[src/rtl/sram_ctl_pkg.sv]
// Shared types and helpers for the static RAM access sequencer.
// Assumes all timing inputs are non-negative nanosecond values.
package sram_ctl_pkg;

    typedef enum logic [2:0] {
        PH_IDLE   = 3'd0,
        PH_SETUP  = 3'd1,
        PH_WPULSE = 3'd2,
        PH_WREC   = 3'd3,
        PH_RACC   = 3'd4,
        PH_RTURN  = 3'd5
    } phase_t;

    // Round a nanosecond minimum up to whole clock cycles, never below floor_c.
    function automatic int ns2cyc(input int ns, input int clk_ns, input int floor_c);
        int c;
        c = (ns + clk_ns - 1) / clk_ns;
        return (c < floor_c) ? floor_c : c;
    endfunction

    function automatic int imax(input int a, input int b);
        return (a > b) ? a : b;
    endfunction

endpackage

[src/rtl/sram_phase_timer.sv]
// Down-counter that times one phase of the access sequence.
// A load sets the phase length minus one; done is high in the last cycle of the phase.
// Assumes load is asserted exactly on the edge that enters a new phase.
module sram_phase_timer #(
    parameter int CNT_W = 3
) (
    input  logic             clk,
    input  logic             rst_n,
    input  logic             load,
    input  logic [CNT_W-1:0] load_val,
    output logic             done
);
    logic [CNT_W-1:0] cnt_q;

    // Load a new phase length or count the current one down to zero.
    always_ff @(posedge clk) begin
        if (!rst_n) begin
            cnt_q <= '0;
        end else if (load) begin
            cnt_q <= load_val;
        end else if (cnt_q != '0) begin
            cnt_q <= cnt_q - 1'b1;
        end
    end

    // Last cycle of the phase.
    always_comb begin
        done = (cnt_q == '0);
    end
endmodule

[src/rtl/sram_ctl_datapath.sv]
// Address, write data and read data registers plus the data bus driver enable.
// The address is loaded only on acceptance, while chip select is still high.
// The driver enable follows the write-pulse phase by one cycle, so it turns on
// after write enable falls and turns off after write enable rises.
module sram_ctl_datapath #(
    parameter int ADDR_W = 15,
    parameter int DATA_W = 8
) (
    input  logic              clk,
    input  logic              rst_n,
    input  logic              accept,
    input  logic [ADDR_W-1:0] req_addr,
    input  logic [DATA_W-1:0] req_wdata,
    input  logic              in_wpulse,
    input  logic              capture,
    input  logic [DATA_W-1:0] dq_in,
    output logic [ADDR_W-1:0] sram_addr,
    output logic [DATA_W-1:0] dq_out,
    output logic              dq_oe,
    output logic [DATA_W-1:0] rdata,
    output logic              rdata_valid
);
    logic [ADDR_W-1:0] addr_q;
    logic [DATA_W-1:0] wdata_q;
    logic              drv_q;
    logic [DATA_W-1:0] rdata_q;
    logic              rvalid_q;

    // Latch the request fields when a transfer is accepted.
    always_ff @(posedge clk) begin
        if (!rst_n) begin
            addr_q  <= '0;
            wdata_q <= '0;
        end else if (accept) begin
            addr_q  <= req_addr;
            wdata_q <= req_wdata;
        end
    end

    // Delay the driver enable one cycle behind the write pulse phase.
    always_ff @(posedge clk) begin
        if (!rst_n) begin
            drv_q <= 1'b0;
        end else begin
            drv_q <= in_wpulse;
        end
    end

    // Capture the bus at the end of the access count and raise a one-cycle strobe.
    always_ff @(posedge clk) begin
        if (!rst_n) begin
            rdata_q  <= '0;
            rvalid_q <= 1'b0;
        end else begin
            rvalid_q <= capture;
            if (capture) begin
                rdata_q <= dq_in;
            end
        end
    end

    // Drive the outputs from the registers.
    always_comb begin
        sram_addr   = addr_q;
        dq_out      = wdata_q;
        dq_oe       = drv_q;
        rdata       = rdata_q;
        rdata_valid = rvalid_q;
    end
endmodule

[src/rtl/sram_ctl.sv]
// Static RAM access sequencer: one byte per request, cycle-counted control phases.
// Write: setup (CS low) -> write pulse (WE low, OE high) -> recovery (WE high, CS low).
// Read: setup (CS low) -> access (OE low) -> bus release (CS high).
// Assumes the requester holds req_valid and its fields until req_ready is seen high.
module sram_ctl
    import sram_ctl_pkg::*;
#(
    parameter int ADDR_W  = 15,
    parameter int DATA_W  = 8,
    parameter int CLK_NS  = 4,
    parameter int T_AS_NS = 0,
    parameter int T_WP_NS = 10,
    parameter int T_DW_NS = 7,
    parameter int T_WR_NS = 0,
    parameter int T_WC_NS = 15,
    parameter int T_AA_NS = 15,
    parameter int T_OE_NS = 7,
    parameter int T_RC_NS = 15,
    parameter int T_HZ_NS = 9
) (
    input  logic              clk,
    input  logic              rst_n,
    input  logic              req_valid,
    output logic              req_ready,
    input  logic              req_write,
    input  logic [ADDR_W-1:0] req_addr,
    input  logic [DATA_W-1:0] req_wdata,
    output logic [DATA_W-1:0] rdata,
    output logic              rdata_valid,
    output logic [ADDR_W-1:0] sram_addr,
    output logic              sram_cs_n,
    output logic              sram_we_n,
    output logic              sram_oe_n,
    output logic [DATA_W-1:0] dq_out,
    output logic              dq_oe,
    input  logic [DATA_W-1:0] dq_in
);
    localparam int AS_CYC     = ns2cyc(T_AS_NS, CLK_NS, 1);
    localparam int WP_CYC     = ns2cyc(T_WP_NS, CLK_NS, 1);
    localparam int DW_CYC     = ns2cyc(T_DW_NS, CLK_NS, 1);
    localparam int WE_LOW_CYC = imax(WP_CYC, DW_CYC + 1);
    localparam int WR_CYC     = ns2cyc(T_WR_NS, CLK_NS, 1);
    localparam int WC_CYC     = ns2cyc(T_WC_NS, CLK_NS, 1);
    localparam int REC_CYC    = imax(WR_CYC, WC_CYC - AS_CYC - WE_LOW_CYC);
    localparam int AA_CYC     = ns2cyc(T_AA_NS, CLK_NS, 1);
    localparam int OE_CYC     = ns2cyc(T_OE_NS, CLK_NS, 1);
    localparam int RC_CYC     = ns2cyc(T_RC_NS, CLK_NS, 1);
    localparam int RD_CYC     = imax(imax(AA_CYC - AS_CYC, OE_CYC), imax(RC_CYC - AS_CYC, 1));
    localparam int TA_CYC     = ns2cyc(T_HZ_NS, CLK_NS, 1);
    localparam int MAX_CYC    = imax(imax(imax(AS_CYC, WE_LOW_CYC), imax(REC_CYC, RD_CYC)), TA_CYC);
    localparam int CNT_W      = $clog2(MAX_CYC + 1);

    phase_t           ph_q;
    phase_t           ph_d;
    logic             is_wr_q;
    logic             accept;
    logic             ph_done;
    logic             tmr_load;
    logic [CNT_W-1:0] tmr_val;
    logic             cs_n_q;
    logic             we_n_q;
    logic             oe_n_q;

    // Pick the next phase and the length to load when a phase starts.
    always_comb begin
        ph_d     = ph_q;
        tmr_load = 1'b0;
        tmr_val  = '0;
        accept   = 1'b0;
        case (ph_q)
            PH_IDLE: begin
                if (req_valid) begin
                    accept   = 1'b1;
                    ph_d     = PH_SETUP;
                    tmr_load = 1'b1;
                    tmr_val  = CNT_W'(AS_CYC - 1);
                end
            end
            PH_SETUP: begin
                if (ph_done) begin
                    tmr_load = 1'b1;
                    if (is_wr_q) begin
                        ph_d    = PH_WPULSE;
                        tmr_val = CNT_W'(WE_LOW_CYC - 1);
                    end else begin
                        ph_d    = PH_RACC;
                        tmr_val = CNT_W'(RD_CYC - 1);
                    end
                end
            end
            PH_WPULSE: begin
                if (ph_done) begin
                    ph_d     = PH_WREC;
                    tmr_load = 1'b1;
                    tmr_val  = CNT_W'(REC_CYC - 1);
                end
            end
            PH_WREC: begin
                if (ph_done) begin
                    ph_d = PH_IDLE;
                end
            end
            PH_RACC: begin
                if (ph_done) begin
                    ph_d     = PH_RTURN;
                    tmr_load = 1'b1;
                    tmr_val  = CNT_W'(TA_CYC - 1);
                end
            end
            PH_RTURN: begin
                if (ph_done) begin
                    ph_d = PH_IDLE;
                end
            end
            default: begin
                ph_d = PH_IDLE;
            end
        endcase
    end

    // Phase register and the latched direction of the current transfer.
    always_ff @(posedge clk) begin
        if (!rst_n) begin
            ph_q    <= PH_IDLE;
            is_wr_q <= 1'b0;
        end else begin
            ph_q <= ph_d;
            if (accept) begin
                is_wr_q <= req_write;
            end
        end
    end

    // Registered control pins, derived from the phase being entered.
    always_ff @(posedge clk) begin
        if (!rst_n) begin
            cs_n_q <= 1'b1;
            we_n_q <= 1'b1;
            oe_n_q <= 1'b1;
        end else begin
            cs_n_q <= !(ph_d == PH_SETUP || ph_d == PH_WPULSE ||
                        ph_d == PH_WREC  || ph_d == PH_RACC);
            we_n_q <= (ph_d != PH_WPULSE);
            oe_n_q <= (ph_d != PH_RACC);
        end
    end

    sram_phase_timer #(
        .CNT_W (CNT_W)
    ) u_timer (
        .clk      (clk),
        .rst_n    (rst_n),
        .load     (tmr_load),
        .load_val (tmr_val),
        .done     (ph_done)
    );

    sram_ctl_datapath #(
        .ADDR_W (ADDR_W),
        .DATA_W (DATA_W)
    ) u_dp (
        .clk         (clk),
        .rst_n       (rst_n),
        .accept      (accept),
        .req_addr    (req_addr),
        .req_wdata   (req_wdata),
        .in_wpulse   (ph_q == PH_WPULSE),
        .capture     (ph_q == PH_RACC && ph_done),
        .dq_in       (dq_in),
        .sram_addr   (sram_addr),
        .dq_out      (dq_out),
        .dq_oe       (dq_oe),
        .rdata       (rdata),
        .rdata_valid (rdata_valid)
    );

    // Expose pins and the ready flag.
    always_comb begin
        sram_cs_n = cs_n_q;
        sram_we_n = we_n_q;
        sram_oe_n = oe_n_q;
        req_ready = (ph_q == PH_IDLE);
    end
endmodule

[config.mk]
export PLATFORM = sky130hd
export DESIGN_NAME = sram_ctl
export DESIGN_NICKNAME = d
export VERILOG_FILES = /design/src/rtl/sram_ctl_pkg.sv /design/src/rtl/sram_phase_timer.sv /design/src/rtl/sram_ctl_datapath.sv /design/src/rtl/sram_ctl.sv
export SDC_FILE = /design/constraint.sdc
export NUM_CORES = 1
export LEC_CHECK = 0
export BUFFER_PORTS_ARGS = -buffer_cell sky130_fd_sc_hd__buf_4
export CAP_MARGIN = 15
export CORE_MARGIN = 2
export CORE_UTILIZATION = 42
export DETAILED_ROUTE_END_ITERATION = 6
export PLACE_DENSITY = 0.84
export SYNTH_ARGS = -nofsm -noshare
export SYNTH_HDL_FRONTEND = slang
export SYNTH_SLANG_ARGS = --single-unit
export TNS_END_PERCENT = 100
[constraint.sdc]
create_clock -name clk -period 1.39 [get_ports clk]
set_input_delay 0.0695 -clock clk [delete_from_list [all_inputs] [get_ports clk]]
set_output_delay 0.0695 -clock clk [all_outputs]
set_load 0.01 [all_outputs]
Word-level counts from Yosys, hierarchy flattened
Cells that the tools add are included.

Logic and storage cells: 50. Input port bits: 35. Output and inout port bits: 37. Register bits: 42.

Reductions and logical operators: 12. $add $sub $neg: 1. Eq/ne operators: 11. Mux-type cells: 15.

Operators with widths (count): $mux 3 (6); $pmux 3 s5 (1); $eq 3x2->1 const B (4); $eq 3x3->1 const B (3); $mux 2 (4); $eq 3x1->1 const B (2); $reduce_bool 2->1 (2); $reduce_or 2->1 (2); $logic_not 3->1 (1); $logic_or 1x1->1 (3); $mux 1 (3); $ne 3x2->1 const B (1); $ne 3x3->1 const B (1); $reduce_or 3->1 (1); $logic_not 2->1 (1); $pmux 1 s2 (1); $sub 2x1->2 const B (1); $logic_and 1x1->1 (1); $logic_not 1->1 (1).

Longest topological paths before layout
Gate-level depths: netlist (run 1).

Word-level depth: 8. Gate-level depth with buffers: 7. Depth with buffers taken out: 6.

Hierarchy
A second synthesis (run 1) with hierarchy kept.

Cell total of the unflattened synthesis: 163. Area total of the unflattened synthesis: 1780.5 um^2.

Modules (own cells, without submodules): sram_ctl_datapath (cells each 104, area each 1247.4 um^2, instances 1); sram_ctl (cells each 46, area each 409.1 um^2, instances 1); sram_phase_timer (cells each 13, area each 123.9 um^2, instances 1).

Worst setup path before layout (run 1)
Ideal clock, no wire load.

Path kind: register -> register. From: register u_timer.cnt_q[0]. To: register cs_n_q (netlist: sram_cs_n). Period minus slack after synthesis: 1.437 ns. Arrival time: 1.365 ns. Data required time: 1.318 ns. Library setup time: 0.072 ns. Stages on the path, launching flop included: 8. Path slack: -0.047 ns. Cells stage by stage: dfxtp_1 > inv_1 > ha_1 > buf_2 > nor2_1 > o21ai_1 > a31oi_2 > mux2i_1.

Word-level cells in the longest chain between the ends: 8. Elaborated cells between the ends (all ways): 14. Those cells by class: eq/ne: 4; mux: 5; reduce/logical: 5.

Ends and longest elaborated chain: from (decl) (RTL line sram_phase_timer.sv:13) `logic [CNT_W-1:0] cnt_q;`; from (signal assigned) (RTL line sram_phase_timer.sv:20) `cnt_q <= load_val;`; from (signal assigned) (RTL line sram_phase_timer.sv:22) `cnt_q <= cnt_q - 1'b1;`; $logic_not 2->1 * (RTL line sram_phase_timer.sv:28) `done = (cnt_q == '0);`; $mux 3 (on tied branches); $pmux 3 s5 * (RTL line sram_ctl.sv:70) `case (ph_q)`; $eq 3x1->1 or $eq 3x2->1 (tied branches) (RTL line sram_ctl.sv:141) `cs_n_q <= !(ph_d == PH_SETUP || ph_d == PH_WPULSE ||`; $logic_or 1x1->1 (2 in a row) (RTL line sram_ctl.sv:141); $logic_or 1x1->1 * (RTL line sram_ctl.sv:142) `ph_d == PH_WREC || ph_d == PH_RACC);`; $logic_not 1->1 * (RTL line sram_ctl.sv:141); to (signal assigned) (RTL line sram_ctl.sv:141); to (decl) (RTL line sram_ctl.sv:60) `logic cs_n_q;`.

Every way passes the cells marked *; elsewhere a longest branch is shown, timed or not. A chain may end at the register's enable or synchronous reset.

Final worst setup path (run 1)
From: register ph_q[2]. To: register cs_n_q (netlist: sram_cs_n).

Word-level cells in the longest chain between the ends: 8. Elaborated cells between the ends (all ways): 21. Those cells by class: eq/ne: 9; mux: 6; reduce/logical: 6.

Ends and longest elaborated chain: from (decl) (RTL line sram_ctl.sv:53) `phase_t ph_q;`; from (signal assigned) (RTL line sram_ctl.sv:127) `ph_q <= ph_d;`; $eq 3x3->1 or $eq 3x2->1 (tied branches) (RTL line sram_ctl.sv:70); $reduce_or 2->1 (no source line); $pmux 3 s5 * (RTL line sram_ctl.sv:70); $eq 3x1->1 or $eq 3x2->1 (tied branches) (RTL line sram_ctl.sv:141); $logic_or 1x1->1 (2 in a row) (RTL line sram_ctl.sv:141); $logic_or 1x1->1 * (RTL line sram_ctl.sv:142); $logic_not 1->1 * (RTL line sram_ctl.sv:141).

Marks and branches as above.

==> results.md, run 1 <==
- Status: finished, final reports clean
- CTS Root Cell: sky130_fd_sc_hd__clkbuf_8
- Data arrival time at the worst-slack endpoint: approximately 1.5 ns
- 1st-iter DRT viols: between 100 and 150
- Number of CTS-inserted buffers: 5
- Overall die area: between 0.004 and 0.005 mm²
- Top-area cell type share of the netlist area: 0.509
- Placed wire-length estimate after detailed placement: around 2800 µm
- Proportion of register bits with asynchronous set or reset after synthesis: 0
- Number of stages on the worst hold path: 3
- Synth unique cells: 32
- Top routing layer in use: met4
- Final worst hold slack: a little over 0.01 ns
- Netlist area before placement: between 0.0015 and 0.002 mm²
- R2r worst-path depth: 5
- Hold Crit Class: in -> reg
- 1st-pass router iterations: 4
- Via count: around 1,600
- Net count of the mapped netlist: 235
- Max Transition Viols Final: 0
- Commonest cells after routing, fill and taps aside: 81 x sky130_fd_sc_hd__buf_4, 67 x sky130_fd_sc_hd__nand2_1, 37 x sky130_fd_sc_hd__dfxtp_1
- Required time of the critical path: 1.57 ns
- Cell count after synthesis: between 150 and 200
- I/O Buffers: between 70 and 80
- Maximum fanout encountered on the critical timing path: 9
- Routed met1 length: about 1600 µm
- GRT Util Overall: 0.189
- End of the worst register-to-register path: sram_cs_n
- Share of cells above drive strength 1: 0.404
- Routed length per placed instance: between 10 and 15 µm
- Maximum number of pins on one net before global-route repair: 36
- Vias in the first global route: between 1,000 and 1,500
- Yosys reg bits: 42
- Headroom to the max-slew limit: 0.825
- Synth area leaders: sky130_fd_sc_hd__dfxtp_1 51%, sky130_fd_sc_hd__nand2_1 15%, sky130_fd_sc_hd__a21oi_1 11%
- Leak Pwr: approximately 1.1 nW
- CTS clock-pin slew for the worst setup and hold paths: 0.08 ns
- Count of hold buffers inserted by post-cts repair: 0
- RR Startpoint: ph_q[2]
- Post-synth top area cell: sky130_fd_sc_hd__dfxtp_1
- Area overhead of the layout relative to synthesis: 47.2%
- Routed length on met2: about 1900 µm
- Mean number of vias per cell: about 4.9
- Number of cell rows: 22
- Total gr overflow: 0
- Wire length on met3: between 400 and 500 µm
- Setup repair after global routing missed its margin: true
- Final Net Count: 313
- Sort of element at the start of the critical path: flip-flop
- Antenna violations before repair: 0
- Core Footprint: roughly 0.0037 mm²
- Count of maximum capacitance violations: 0
- Worst setup path class: reg -> reg
- Global-route wire length before repair: 6390 µm
- Synthesis warning total: 0
- # setup viols final: 0
- Worst reg-to-reg setup slack: about 0.046 ns
- Number of design rule violations left after detail routing: 0
- Clock Latency Late Sink: ~0.3 ns
- Die width: between 60 and 70 µm
- Antenna Violating Nets Remaining: 0
- Effective utilization at floorplan: 0.445
- Maximum operating frequency: around 740 MHz
- Share of the cycle needed by the critical path after routing: 0.967
- Launch point of the critical path: ph_q[2]
- Number of sinks driven by the clock tree: 42
- CTS HTree Levels: 2
- Number of standard cells in the layout, taps in and fillers out: around 330
- Cell count after placement: between 300 and 400
- Total wire length after detailed routing: a little under 4000 µm
- Start point of the worst min-delay path: req_addr[9]
- Largest clock skew in the final design: 0.00846 ns
- Final min period: around 1.3 ns
- Buffer levels on the longest clock path: 2
- CTS tree: yes
- Commonest non-fill, non-tap cell in the layout: sky130_fd_sc_hd__buf_4
- Final hold viol count: 0
- Syn Area/Cell: between 8 and 9 µm²
- Worst voltage drop across the vdd grid: 1100 µV
- Top FF cell, synth: sky130_fd_sc_hd__dfxtp_1
- Floorplan die height: roughly 67 µm
- Post-route setup TNS: 0 ns
- Actual transition at the worst max-transition pin: roughly 0.26 ns
- Sequential element share of the synthesized area: 0.509
- Antenna diodes: 0
- Power per standard cell area: 1740 mW/mm²
- Setup crit end kind: flip-flop
- Number of primary I/O pins: roughly 70
- Hold EP: u_dp.sram_addr[9]
- Final RePlAce weighted congestion: 0.769
- Number of flops mapped to enable cells by yosys: 0
[worst max-delay path, cell delays in order (launching register included)]
cell and delay, ns:
sky130_fd_sc_hd__dfxtp_2 0.43, sky130_fd_sc_hd__buf_4 0.18, sky130_fd_sc_hd__a21bo_1 0.20, sky130_fd_sc_hd__a21oi_1 0.15
sky130_fd_sc_hd__and2_2 0.19, sky130_fd_sc_hd__mux2i_1 0.08
[stage by stage]
| step | power, mW | setup slack (ns) | utilization | instance area (µm²) |
|---|---|---|---|---|
| detailed placement | 3.26 | -0.0593 | 0.612 | 2280 |
| CTS | 4.21 | 0.00243 | 0.649 | 2410 |
| floorplan | 2.61 | 0.00704 | - | 1660 |
| global route | 4.55 | -0.0416 | 0.655 | 2430 |
| finish | 4.24 | 0.0457 | 0.655 | 2430 |
| global placement | 3.19 | 0.0148 | 0.612 | 2280 |
[synthesized netlist by cell type (all sizes together) (2+ instances only)]
cell    instances
nand2          68
dfxtp          42
a21oi          36
buf             8
nor2            8
clkbuf          5
and2            3
and3            3
a21bo           2
and4bb          2
ha              2
inv             2
nand3           2
o21ai           2
[sequential cells by signal, summed over array words and instances (netlist names), 2 cells and up]
signal / flops
u_dp.sram_addr: 15
u_dp.dq_out: 8
u_dp.rdata: 8
ph_q: 3
u_timer.cnt_q: 2
[worst max path at each step]
stage | slack [ns] | to | cells past startpoint
2_1_floorplan | 0.007 | sram_cs_n | 7
3_3_place_gp | 0.01 | u_timer.cnt_q[1] | 6
3_5_place_dp | -0.06 | u_timer.cnt_q[1] | 6
4_1_cts | 0.002 | u_timer.cnt_q[1] | 7
5_1_grt | -0.04 | u_timer.cnt_q[1] | 7
6_report | 0.05 | sram_cs_n | 5
[per-layer routing]
metal  track usage  vias to the layer above
li1              -                      808
met1         0.217                      708
met2         0.315                       59
met3        0.0929                        5
met4        0.0459                        0
met5             0                        -
[power breakdown]
part / switching [mW] / internal (mW)
logic: 0.882 / 0.942
clock network: 0.419 / 0.399
registers: 0.159 / 1.43
total: 1.46 / 2.78
[layout make-up]
class | count | area, µm²
clock buffer | 6 | 82.6
inverter | 3 | 11.3
sequential | 42 | 847
multi-input combinational | 140 | 761
clock inverter | 2 | 12.5
tap | 48 | 60.1
timing repair buffer | 84 | 659
fill | 319 | 1280
[timing repair]
action                     4_1_cts  5_1_grt
resized for setup               10        7
buffers inserted                 2        0
pin swaps                        3        1
setup endpoints to repair        4       31
[cell families (layout without fill, tap and decap cells)]
logic type / Yosys count / after routing / synth area share
buf+inv: 16 / 95 / 0.0568
compound gates: 44 / 44 / 0.154
flops: 42 / 42 / 0.509
simple gates: 91 / 91 / 0.247
mux: 2 / 2 / 0.0129
xor+xnor: 1 / 1 / 0.00530
fa+ha+maj: 2 / 2 / 0.0151
Power figures use the tool's default switching activity.
==> run 2, diff against run 1 <==
--- a/config.mk
+++ b/config.mk
@@ -10,7 +10,7 @@
 export CORE_MARGIN = 2
 export CORE_UTILIZATION = 42
 export DETAILED_ROUTE_END_ITERATION = 6
-export PLACE_DENSITY = 0.84
+export PLACE_DENSITY = 0.76
 export SYNTH_ARGS = -nofsm -noshare
 export SYNTH_HDL_FRONTEND = slang
 export SYNTH_SLANG_ARGS = --single-unit
==> results.md, run 2 (synthesis gave the netlist of run 1 again) <==
- Final RePlAce weighted congestion: 0.829 (+7.7%)
- Hold EP: u_dp.sram_addr[9]
- Fin area: 0.00245 mm² (+0.87%)
- Leak Pwr: 1.09 nW (+1.7%)
- Number of design rule violations left after detail routing: 0 (unchanged)
- Setup repair after global routing missed its margin: true
- Commonest cells after routing, fill and taps aside: 87 x sky130_fd_sc_hd__buf_4, 68 x sky130_fd_sc_hd__nand2_1, 39 x sky130_fd_sc_hd__dfxtp_1
- Clock Latency Late Sink: 0.29 ns (about the same)
- Total wire length after detailed routing: 3960 µm (+1.8%)
- Maximum operating frequency: 741 MHz (-0.37%)
- Actual transition at the worst max-transition pin: 0.307 ns (+0.0463 ns)
- Placed wire-length estimate after detailed placement: 2910 µm (+1.9%)
- Final core occ: 0.661 (+0.00572)
- Max stage delay on crit path: 0.33 ns (-0.10 ns)
- Maximum fanout encountered on the critical timing path: 3 (-6)
- 1st-pass router iterations: 4 (unchanged)
- Largest clock skew in the final design: 0.00332 ns (-0.00514 ns)
- Total gr overflow: 0 (unchanged)
- Share of cells above drive strength 1: 0.404 (-0.000761)
- Via count: 1,593 (+0.82%)
- Antenna Violating Nets Remaining: 0 (unchanged)
- Data arrival time at the worst-slack endpoint: 1.53 ns (about the same)
- Part of the power in combinational logic: 0.417 (-0.014)
- Final min period: 1.35 ns (+0.00504 ns)
- Sort of element at the start of the critical path: flip-flop
- I/O Buffers: 71 (unchanged)
- Start point of the worst min-delay path: req_addr[9]
- CTS HTree Levels: 2 (unchanged)
- RR Startpoint: u_timer.cnt_q[0]
- Buffer levels on the longest clock path: 2 (unchanged)
- Worst setup timing slack at the placement stage: -0.0332 ns (+0.0261 ns)
- Worst voltage drop across the vdd grid: 1050 µV (-4.4%)
- Number of stages on the worst hold path: 3 (unchanged)
- Setup crit end kind: flip-flop
- CTS tree: yes
- Number of standard cells in the layout, taps in and fillers out: 328 (+0.92%)
- Number of sinks driven by the clock tree: 42 (unchanged)
- 1st-iter DRT viols: 85 (-23%)
- Count of hold buffers inserted by post-cts repair: 0 (unchanged)
- Mean number of vias per cell: 4.86 (about the same)
- Flip-flop count of the largest register after layout: 15 (unchanged)
- Final worst hold slack: 0.0207 ns (+0.0105 ns)
- Floorplan die height: 66.7 µm (unchanged)
- # setup viols final: 0 (unchanged)
- Post-route setup TNS: 0 ns (unchanged)
- Sequential cell fraction of total power: 0.361 (-0.015)
- Die width: 66.7 µm (unchanged)
- Total internal power: 2.93 mW (+5.4%)
- Vias in the first global route: 1,494 (+3.8%)
- Relative contribution of the clock network to total power: 0.222 (+0.029)
- CTS clock-pin slew for the worst setup and hold paths: 0.07 ns (about the same)
- Headroom to the max-slew limit: 0.795 (-0.0300)
- Routed length per placed instance: 12.1 µm (+0.90%)
- Final Worst Setup Slack: 0.0406 ns (-0.00504 ns)
- R2r worst-path depth: 7 (+2)
- Net switching fraction of the power: 0.326 (-0.0186)
- Commonest non-fill, non-tap cell in the layout: sky130_fd_sc_hd__buf_4
- Maximum number of pins on one net before global-route repair: 19 (-47%)
- Effective utilization at floorplan: 0.445 (unchanged)
- Required time of the critical path: 1.57 ns (about the same)
- Final hold viol count: 0 (unchanged)
- Power per standard cell area: 1770 mW/mm² (+1.6%)
- End of the worst register-to-register path: sram_cs_n
- Share of the cycle needed by the critical path after routing: 0.971 (+0.00363)
- Crit path max-delay cell type: sky130_fd_sc_hd__dfxtp_2
- Area overhead of the layout relative to synthesis: 48.5%
- Global-route wire length before repair: 6310 µm (-1.3%)
- Total cell area at the placement stage: 0.00229 mm² (+0.77%)
- Worst reg-to-reg setup slack: 0.04 ns (about the same)
- Crit-path cells: inv_2 > buf_4 > ha_2 > nand4bb_1 > a21oi_2 > and2_2 > mux2i_1
- Net switching power: 1.42 mW (-3.0%)
- Antenna violations before repair: 0 (unchanged)
- Filler cell count: 344 (+7.8%)
- Worst setup path class: reg -> reg
- GRT Util Overall: 0.182 (-0.00709)
- Final Net Count: 317 (+1.3%)
- Hold Crit Class: in -> reg
- Number of CTS-inserted buffers: 5 (unchanged)
- Count of maximum capacitance violations: 0 (unchanged)
- Max Transition Viols Final: 0 (unchanged)
- CTS Root Cell: sky130_fd_sc_hd__clkbuf_8
- Number of cell rows: 22 (unchanged)
- Overall Power: 4.34 mW (+2.5%)
- Cell count after placement: 319 (+1.3%)
- Overall die area: 0.00445 mm² (unchanged)
- Status: finished, final reports clean
- Antenna diodes: 0 (unchanged)
- Core Footprint: 0.00372 mm² (unchanged)
- Number of primary I/O pins: 72 (unchanged)
run 2: layout make-up:
| type | count | area [µm²] | area share |
|---|---|---|---|
| Tap cell | 48 | 60.1 | 0.0245 |
| Inverter | 3 | 11.3 | 0.00459 |
| Sequential cell | 42 | 845 | 0.344 |
| Multi-Input combinational cell | 140 | 753 | 0.307 |
| Timing Repair Buffer | 88 | 673 | 0.274 |
| Clock inverter | 1 | 30.0 | 0.0122 |
| Clock buffer | 6 | 82.6 | 0.0336 |
run 2: routing by layer:
metal  vias up  GRT usage  share of wire
li1        815          -              -
met1       715      0.190           0.42
met2        59      0.340           0.48
met3         4     0.0709          0.093
met4         0     0.0434          0.011
met5         -          0              0
run 2: repair_timing:
item / in CTS / in global routing
hold endpoints to repair: 0 / 0
pin swaps: 0 / 5
endpoints found under the setup margin: 3 / 16
resized for setup: 3 / 10
buffers inserted: 0 / 2
run 2: critical path: cells and delay by family (launching register included):
| family | cells | cell delay, ns |
|---|---|---|
| muxes | 1 | 0.07 |
| DFF | 1 | 0.33 |
| and+or+nand+nor | 2 | 0.33 |
| adders and majority gates | 1 | 0.17 |
| buffers and inverters | 2 | 0.16 |
| AOI/OAI and AO/OA | 1 | 0.19 |
run 2: power by group through the flow:
| stage | combinational, mW | sequential [mW] | clock, mW |
|---|---|---|---|
| floorplan | 0.971 | 1.64 | 0 |
| global placement | 1.63 | 1.58 | 0 |
| detailed placement | 1.66 | 1.58 | 0 |
| CTS | 1.70 | 1.56 | 0.994 |
| global route | 2.00 | 1.60 | 1.05 |
| finish | 1.81 | 1.57 | 0.965 |
run 2: worst max-delay path by stage:
stage | from | endpoint | slack (ns) | cells after the start
finish | u_timer.cnt_q[0] | sram_cs_n | 0.04 | 7
global route | u_timer.cnt_q[1] | sram_cs_n | -0.05 | 6
CTS | u_timer.cnt_q[1] | u_timer.cnt_q[1] | -0.01 | 6
detailed placement | u_timer.cnt_q[0] | u_timer.cnt_q[1] | -0.03 | 6
global placement | u_timer.cnt_q[0] | u_timer.cnt_q[1] | -0.003 | 6
floorplan | u_timer.cnt_q[0] | sram_cs_n | 0.007 | 7
